### src/rtl/cpuhp_pkg.sv
package cpuhp_pkg;

    localparam int BYTE_W     = 8;
    localparam int GPE_W      = 8;
    localparam int HP_GPE_BIT = 2;
    localparam logic [GPE_W-1:0] HP_GPE_MASK = GPE_W'(1) << HP_GPE_BIT;

    typedef enum logic [1:0] {
        ACC_BYTE = 2'd0,
        ACC_HALF = 2'd1,
        ACC_WORD = 2'd2,
        ACC_RSVD = 2'd3
    } acc_size_e;

    typedef struct packed {
        logic plug;
        logic unplug;
    } hp_evt_t;

    typedef struct packed {
        logic              vld;
        logic              err;
        logic [BYTE_W-1:0] data;
    } win_rsp_t;

    function automatic logic id_in_map(input logic [31:0] id, input int unsigned nbytes);
        return (id / BYTE_W) < nbytes;
    endfunction

endpackage

### src/rtl/cpuhp_req_decode.sv
module cpuhp_req_decode
    import cpuhp_pkg::*;
#(
    parameter int NUM_BYTES = 32,
    parameter int ID_W      = 8
) (
    input  logic                          plug_vld,
    input  logic [ID_W-1:0]               plug_id,
    input  logic                          unplug_vld,
    input  logic [ID_W-1:0]               unplug_id,
    output logic [NUM_BYTES*BYTE_W-1:0]   set_mask,
    output logic [NUM_BYTES*BYTE_W-1:0]   clr_mask,
    output hp_evt_t                       evt
);
    localparam int MAP_W = NUM_BYTES * BYTE_W;

    logic [31:0] plug_id_w;
    logic [31:0] unplug_id_w;

    assign plug_id_w   = 32'(plug_id);
    assign unplug_id_w = 32'(unplug_id);

    // Out-of-map identifiers are dropped here, before any mask is built.
    assign evt.plug   = plug_vld   && id_in_map(plug_id_w,   NUM_BYTES);
    assign evt.unplug = unplug_vld && id_in_map(unplug_id_w, NUM_BYTES);

    for (genvar i = 0; i < MAP_W; i++) begin : g_bit
        assign set_mask[i] = evt.plug   && (plug_id_w   == 32'(i));
        assign clr_mask[i] = evt.unplug && (unplug_id_w == 32'(i));
    end

endmodule

### src/rtl/cpuhp_map_store.sv
module cpuhp_map_store
    import cpuhp_pkg::*;
#(
    parameter int NUM_BYTES = 32
) (
    input  logic                        clk,
    input  logic                        rst,
    input  logic [NUM_BYTES*BYTE_W-1:0] boot_map,
    input  logic [NUM_BYTES*BYTE_W-1:0] set_mask,
    input  logic [NUM_BYTES*BYTE_W-1:0] clr_mask,
    input  hp_evt_t                     evt,
    output logic [NUM_BYTES*BYTE_W-1:0] map_q,
    output logic [GPE_W-1:0]            gpe_set
);
    logic any_evt;
    assign any_evt = evt.plug || evt.unplug;

    // Clear is applied after set, so it wins on a shared bit.
    for (genvar b = 0; b < NUM_BYTES; b++) begin : g_byte
        always_ff @(posedge clk) begin
            if (rst) begin
                map_q[b*BYTE_W +: BYTE_W] <= boot_map[b*BYTE_W +: BYTE_W];
            end else begin
                map_q[b*BYTE_W +: BYTE_W] <= (map_q[b*BYTE_W +: BYTE_W]
                                              | set_mask[b*BYTE_W +: BYTE_W])
                                             & ~clr_mask[b*BYTE_W +: BYTE_W];
            end
        end
    end

    always_ff @(posedge clk) begin
        if (rst) begin
            gpe_set <= '0;
        end else begin
            gpe_set <= any_evt ? HP_GPE_MASK : '0;
        end
    end


    map_hold_chk: assert property (@(posedge clk) disable iff (rst)
        !any_evt |=> $stable(map_q));


    gpe_pulse_chk: assert property (@(posedge clk) disable iff (rst)
        any_evt |=> gpe_set == HP_GPE_MASK);


    gpe_quiet_chk: assert property (@(posedge clk) disable iff (rst)
        !any_evt |=> gpe_set == '0);

endmodule

### src/rtl/cpuhp_win_port.sv
module cpuhp_win_port
    import cpuhp_pkg::*;
#(
    parameter int NUM_BYTES = 32,
    parameter int AW        = 5
) (
    input  logic                        clk,
    input  logic                        rst,
    input  logic [NUM_BYTES*BYTE_W-1:0] map_i,
    input  logic                        req_vld,
    input  logic                        req_wr,
    input  acc_size_e                   req_size,
    input  logic [AW-1:0]               req_addr,
    output win_rsp_t                    rsp
);
    logic     size_ok;
    logic     rd_hit;
    win_rsp_t rsp_d;

    assign size_ok = (req_size == ACC_BYTE);
    assign rd_hit  = req_vld && !req_wr && size_ok && (int'(req_addr) < NUM_BYTES);

    always_comb begin
        rsp_d.vld  = req_vld;
        rsp_d.err  = req_vld && !size_ok;
        rsp_d.data = '0;
        if (rd_hit) begin
            rsp_d.data = map_i[int'(req_addr)*BYTE_W +: BYTE_W];
        end
    end

    always_ff @(posedge clk) begin
        if (rst) begin
            rsp <= '0;
        end else begin
            rsp <= rsp_d;
        end
    end


    size_err_chk: assert property (@(posedge clk) disable iff (rst)
        req_vld && (req_size != ACC_BYTE) |=> rsp.err && (rsp.data == '0));


    wr_zero_chk: assert property (@(posedge clk) disable iff (rst)
        req_vld && req_wr |=> rsp.vld && (rsp.data == '0));


    rsp_follow_chk: assert property (@(posedge clk) disable iff (rst)
        req_vld |=> rsp.vld);

endmodule

### src/rtl/cpu_presence_map.sv
module cpu_presence_map
    import cpuhp_pkg::*;
#(
    parameter int NUM_BYTES = 32,
    parameter int ID_W      = 8,
    localparam int MAP_W    = NUM_BYTES * BYTE_W,
    localparam int AW       = (NUM_BYTES > 1) ? $clog2(NUM_BYTES) : 1
) (
    input  logic             clk,
    input  logic             rst,
    input  logic [MAP_W-1:0] boot_map,
    input  logic             plug_vld,
    input  logic [ID_W-1:0]  plug_id,
    input  logic             unplug_vld,
    input  logic [ID_W-1:0]  unplug_id,
    input  logic             req_vld,
    input  logic             req_wr,
    input  logic [1:0]       req_size,
    input  logic [AW-1:0]    req_addr,
    output logic             rsp_vld,
    output logic             rsp_err,
    output logic [7:0]       rsp_data,
    output logic [7:0]       gpe_set
);
    logic [MAP_W-1:0] set_mask;
    logic [MAP_W-1:0] clr_mask;
    logic [MAP_W-1:0] map_q;
    hp_evt_t          evt;
    win_rsp_t         rsp;

    cpuhp_req_decode #(
        .NUM_BYTES (NUM_BYTES),
        .ID_W      (ID_W)
    ) u_decode (
        .plug_vld   (plug_vld),
        .plug_id    (plug_id),
        .unplug_vld (unplug_vld),
        .unplug_id  (unplug_id),
        .set_mask   (set_mask),
        .clr_mask   (clr_mask),
        .evt        (evt)
    );

    cpuhp_map_store #(
        .NUM_BYTES (NUM_BYTES)
    ) u_store (
        .clk      (clk),
        .rst      (rst),
        .boot_map (boot_map),
        .set_mask (set_mask),
        .clr_mask (clr_mask),
        .evt      (evt),
        .map_q    (map_q),
        .gpe_set  (gpe_set)
    );

    cpuhp_win_port #(
        .NUM_BYTES (NUM_BYTES),
        .AW        (AW)
    ) u_win (
        .clk      (clk),
        .rst      (rst),
        .map_i    (map_q),
        .req_vld  (req_vld),
        .req_wr   (req_wr),
        .req_size (acc_size_e'(req_size)),
        .req_addr (req_addr),
        .rsp      (rsp)
    );

    assign rsp_vld  = rsp.vld;
    assign rsp_err  = rsp.err;
    assign rsp_data = rsp.data;


    plug_set_chk: assert property (@(posedge clk) disable iff (rst)
        evt.plug && !(evt.unplug && (unplug_id == plug_id)) |=> map_q[$past(plug_id)]);


    unplug_clr_chk: assert property (@(posedge clk) disable iff (rst)
        evt.unplug |=> !map_q[$past(unplug_id)]);


    gpe_shape_chk: assert property (@(posedge clk) disable iff (rst)
        $countones(gpe_set) <= 1);

endmodule

### config.mk
export PLATFORM = sky130hd
export DESIGN_NAME = cpu_presence_map
export DESIGN_NICKNAME = d
export VERILOG_FILES = /design/src/rtl/cpuhp_pkg.sv /design/src/rtl/cpuhp_req_decode.sv /design/src/rtl/cpuhp_map_store.sv /design/src/rtl/cpuhp_win_port.sv /design/src/rtl/cpu_presence_map.sv
export SDC_FILE = /design/constraint.sdc
export NUM_CORES = 1
export LEC_CHECK = 0
export BUFFER_PORTS_ARGS = -buffer_cell sky130_fd_sc_hd__buf_2
export CAP_MARGIN = 30
export CORE_MARGIN = 1
export CORE_UTILIZATION = 29
export DETAILED_ROUTE_END_ITERATION = 8
export PLACE_DENSITY_LB_ADDON = 0.2
export SETUP_SLACK_MARGIN = 0.5
export SYNTH_ARGS = -nofsm -noshare
export SYNTH_HDL_FRONTEND = slang
export SYNTH_SLANG_ARGS = --single-unit
### constraint.sdc
create_clock -name clk -period 3.2 [get_ports clk]
set_input_delay 0 -clock clk [delete_from_list [all_inputs] [get_ports clk]]
set_output_delay 0 -clock clk [all_outputs]
set_load 0.005 [all_outputs]
---- Word-level counts from Yosys, hierarchy flattened ----
Cells that the tools add are included.
word-level totals
  bits of input ports ..................... 285
  output and inout bits ................... 18
  flip-flop bits (word level) ............. 274
  word-level logic and storage cells ...... 1203
cells by class
  $lt $le $gt $ge ......................... 2
  shifts and indexed selects .............. 1
  equal/unequal tests ..................... 510
  multiplexer cells ....................... 33
  reduce and logical (&&, ||, !) cells .... 524
  bitwise gates (word level) .............. 97
operators by type and width
  cell                                                                           number
  8-bit == test (second input constant)                                          256
  8-bit by 7-bit == test with 1-bit output (second input constant)               128
  1-bit logical AND                                                              517
  8-bit by 6-bit == test with 1-bit output (second input constant)               64
  8-bit bitwise AND                                                              32
  8-bit by 5-bit == test with 1-bit output (second input constant)               32
  8-bit 2-to-1 mux                                                               32
  8-bit inverter                                                                 32
  8-bit bitwise OR                                                               32
  256-bit by 9-bit indexed part select with 8-bit output                         1
  8-bit by 4-bit == test with 1-bit output (second input constant)               16
  8-bit by 3-bit == test with 1-bit output (second input constant)               8
  32-bit zero test                                                               2
  8-bit by 2-bit == test with 1-bit output (second input constant)               4
  8-bit by 1-bit == test with 1-bit output (second input constant)               2
  5-bit by 6-bit less-than comparator with 1-bit output (second input constant)  2
  3-bit 2-to-1 mux                                                               1
  1-bit zero test                                                                2
  2-bit zero test                                                                1
  2-bit OR reduction                                                             1
  1-bit logical OR                                                               1
  1-bit inverter                                                                 1

---- Depth between registers and ports, before layout ----
  depth after elaboration ................. 6
  gate-level depth with buffers ........... 7
  gate-level depth less buffers ........... 4

---- Cells and area by module ----
From an unflattened synthesis, not the netlist that was laid out.
unflattened totals
  cells, all modules ...................... 2043
  area total of the unflattened synthesis .. 16657.2 um^2
modules (own cells, without submodules)
  module            area each (um^2)  sequential area each (um^2)  times used  cells an instance
  cpuhp_map_store   9895.7            5144.9                       1           1092
  cpuhp_req_decode  4277.9            0.0                          1           777
  cpuhp_win_port    2483.6            200.2                        1           174

---- Worst setup path before layout ----
Ideal clock, no wire load.
  path kind ............................... input -> register
  from .................................... input req_addr[1]
  to ...................................... register, netlist name u_win.rsp[0]
  slack ................................... 1830 ps
  buffers on the path ..................... 4
  cell stages on the path ................. 7
  arrival ................................. 1233 ps
  setup time .............................. 137 ps
  data required time ...................... 3063 ps
  path through ............................ buf_4 buf_4 buf_4 buf_4 mux4_2 a22oi_1 a31oi_1
on the way
  cells in the longest elaborated chain, start to end .. 1
ends and longest elaborated chain
  what                                                    RTL line                text
  from (decl)                                             cpu_presence_map.sv:19  input logic [AW-1:0] req_addr,
  256-bit by 9-bit indexed part select with 8-bit output  cpuhp_win_port.sv:28    rsp_d.data = map_i[int'(req_addr)*BYTE_W +: BYTE_W];
No other way between the ends.
A chain may end at the register's enable or synchronous reset.

---- Worst setup path after layout ----
  from .................................... input plug_vld
  to ...................................... register u_store.map_q[5]
on the way
  cells in the longest elaborated chain, start to end .. 5
ends and longest elaborated chain
  what                             RTL line                text
  from (decl)                      cpu_presence_map.sv:12  input logic plug_vld,
  1-bit logical AND                cpuhp_req_decode.sv:24  assign evt.plug = plug_vld && id_in_map(plug_id_w, NUM_BYTES);
  1-bit logical AND                cpuhp_req_decode.sv:28  assign set_mask[i] = evt.plug && (plug_id_w == 32'(i));
  8-bit bitwise OR                 cpuhp_map_store.sv:25   | set_mask[b*BYTE_W +: BYTE_W])
  8-bit bitwise AND                cpuhp_map_store.sv:26   & ~clr_mask[b*BYTE_W +: BYTE_W];
  8-bit 2-to-1 mux                 cpuhp_map_store.sv:21   if (rst) begin
  to (signal, indexed assignment)  cpuhp_map_store.sv:22   map_q[b*BYTE_W +: BYTE_W] <= boot_map[b*BYTE_W +: BYTE_W];
  to (signal, indexed assignment)  cpuhp_map_store.sv:24   map_q[b*BYTE_W +: BYTE_W] <= (map_q[b*BYTE_W +: BYTE_W]
  to (decl)                        cpuhp_map_store.sv:12   output logic [NUM_BYTES*BYTE_W-1:0] map_q,
No other way between the ends.

==> results.cfg <==
[logic_synthesis]
yosys.area_share.xor_xnor_pct = 0
synth.largest_area_cell = dfxtp_1
synth-seq-area-share_pct = 38.6
synth_cell_types = 39
syn_inst = 1717
postSynth.asyncResetShare_pct = 0
avgSynthCellArea_um2 = 8.07
netlist_top_cells_area = dfxtp_1 (39%), o31ai_1 (14%), mux4_2 (9.3%)
synth_compound_area_share_pct = 25.1
synth_edf_count = 0
synth_most_common_cell = nor2_1
synth-main-ff-cell = dfxtp_1
synthAdderAreaFrac_pct = 0
synth_top_family_by_area = compound AO/OA/AOI/OAI gates
synth.area.mux_share_pct = 11.7
synth_top_cell_area_share_pct = 38.6
synthesis.area_mm2 = 0.0139
yosysWarnings = 0
yosys.area_share.simple_pct = 19.7
synth_top_cells_by_count = nor2_1 (292), nand2_1 (283), dfxtp_1 (267)
synth_seq_cells = 267

[clock_tree]
cts_setup_buffers = 0
clk_latency_ps = 580
clk_path_buf_depth = 3
cts_tree = yes
htreeDepth = 1
numCtsBuffers = 31
path_clk_slew_ps = 50
cts.sinks = 267
ctsRootBufferMaster = clkbuf_16

[floorplan]
die-area_mm2 = 0.0487
die_h_um = 221
die_w_um = 221
initial_core_util_pct = 29.6
num_rows = 79
ioPinCount = 303
coreArea_mm2 = 0.0469

[placed_design]
place_congestion = 0.917
preCtsSetupSlack_ps = 1090
dpl_cell_area_mm2 = 0.0157
dp.cells = 2507
io_buffers = 295
dp_hpwl_mm = 48.3

[cells_and_area]
nFillCells = 4725
drive_above_1_share_pct = 20.1
final_nets = 2545
area_delta_synth_final_pct = 44.8
fin_area_mm2 = 0.0201
stdcell_count = 2892

[routing]
via_per_inst = 5.50
route.detailed.drc = 15
num_vias = 15914
routed_wl_mm = 69.0
ant_nets = 0
wl_per_cell_um = 23.9
drt_iter0_drc = 1723
dr.pass1.iters = 7

[critical_path]
startpoint_type = primary input
cp_data_arrival_time_ps = 2980
crit_family = buffers and inverters
cp-end-kind = register
cp_data_required_time_ps = 3700
path_buf_inv = 3
criticalPathCategory = in -> reg
path_cells = dlygate4sd3_1 > buf_2 > nand3b_1 > nor2_1 > a21oi_1 > o31ai_1 > dlygate4sd3_1
path_common_cell = dlygate4sd3_1
crit_slowest_cell = nor2_1
path_max_fanout = 12
slowest_delay_ps = 860

[sta]
worstMarginPinSlew_ps = 1040
fmax_mhz = 403
hold_viol_final = 0
slew-limit-headroom_pct = 30.3
clock_skew_ps = 17.8
finalSetupViolCount = 0
rsz0062_at_grt = no
layout_setup_ws_ps = 719
timing.setup.tns_ps = 0
slew_violations = 0
post-route-period-util_pct = 77.5
min_period_ps = 2480

[power]
p_per_area_mw_per_mm2 = 461
power_leakage_uw = 0.00788
power_uw = 9250
ir_worst_vdd_uv = 398

[grt]
grt_max_degree = 138
antenna_found_initial = 8
overflow = 0
grt_usage_pct = 27.5
grt_pass1_wl_mm = 99.6
first_global_vias = 15324

[flow_run]
maxCapViolCount = 0

[min_path]
min_path_type = in -> reg

[outcome]
status = finished, violations left
violations = DRC
-- placed cells by master, fill, tap and decap left out, types with 9 or more instances in the layout --
cell type,count
nand2_1,283
clkbuf_16,31
nor2_2,12
buf_2,293
dlygate4sd3_1,326
dfxtp_1,267
nand3_1,23
nor2b_1,13
buf_4,22
mux2i_1,32
a21oi_1,252
mux4_2,57
a31oi_1,10
o31ai_1,254
nor2_1,289
o21ai_0,9
-- worst paths after layout --
check             slack, ps  depth (start not counted)                 to                from
hold / removal           20                          4  u_store.map_q[12]          plug_id[4]
hold reg to reg         530                          2   u_store.map_q[9]    u_store.map_q[9]
setup reg to reg       1260                          5       u_win.rsp[6]  u_store.map_q[246]
setup / recovery        720                          7   u_store.map_q[5]            plug_vld
-- power breakdown --
part / internal, uW / switching (uW)
Sequential: 3640 / 207
Clock: 2230 / 1480
Combinational: 843 / 849
-- worst min-delay path, delay by kind of cell --
kind / cells / cell delay [ps]
and+or+nand+nor: 1 / 120
buffers and inverters: 1 / 200
AOI/OAI and AO/OA: 2 / 200
-- kinds of logic (layout without fill, tap and decap cells) --
kind of cell,after synthesis,in the layout
DFF,267,267
AOI/OAI and AO/OA,549,549
other,1,9
muxes,90,90
and+or+nand+nor,663,663
buffers and inverters,147,707
-- repair_timing --
item                                   4_1_cts  5_1_grt
hold buffers                               326        0
endpoints found under the hold margin      267        0
resized for setup                            0        0
-- final cells by class --
cell class	instances	area [um^2]	share of cell area (%)
multi-input combinational	1309	7870	39.2
sequential	267	5350	26.6
timing repair buffer	649	5030	25.1
clock buffer	44	885	4.41
tap	607	759	3.79
clock inverter	12	164	0.817
inverter	2	7.51	0.0374
antenna	2	5.00	0.0249
-- metal layers --
| layer | share of wire [%] | routed length (um) | global-route usage (%) |
|---|---|---|---|
| met5 | 0.10 | 69 | 0 |
| met4 | 3.3 | 2280 | 9.38 |
| met3 | 7.7 | 5340 | 3.90 |
| met2 | 45 | 30700 | 42.8 |
| met1 | 44 | 30600 | 38.8 |
-- metrics by stage --
| stage | util, % | hold slack, ps |
|---|---|---|
| 2_1_floorplan | - | 108 |
| 4_1_cts | 42.8 | 0.141 |
| 3_5_place_dp | 33.6 | 206 |
| 5_1_grt | 42.8 | 37.7 |
| 3_3_place_gp | 33.5 | 208 |
| 6_report | 42.8 | 17.7 |
-- state kept, by name (all words and copies together), names as in the netlist --
name,count
u_store.gpe_set,1
u_win.rsp,10
u_store.map_q,256
Note: power is estimated with default switching activity, not from simulation.
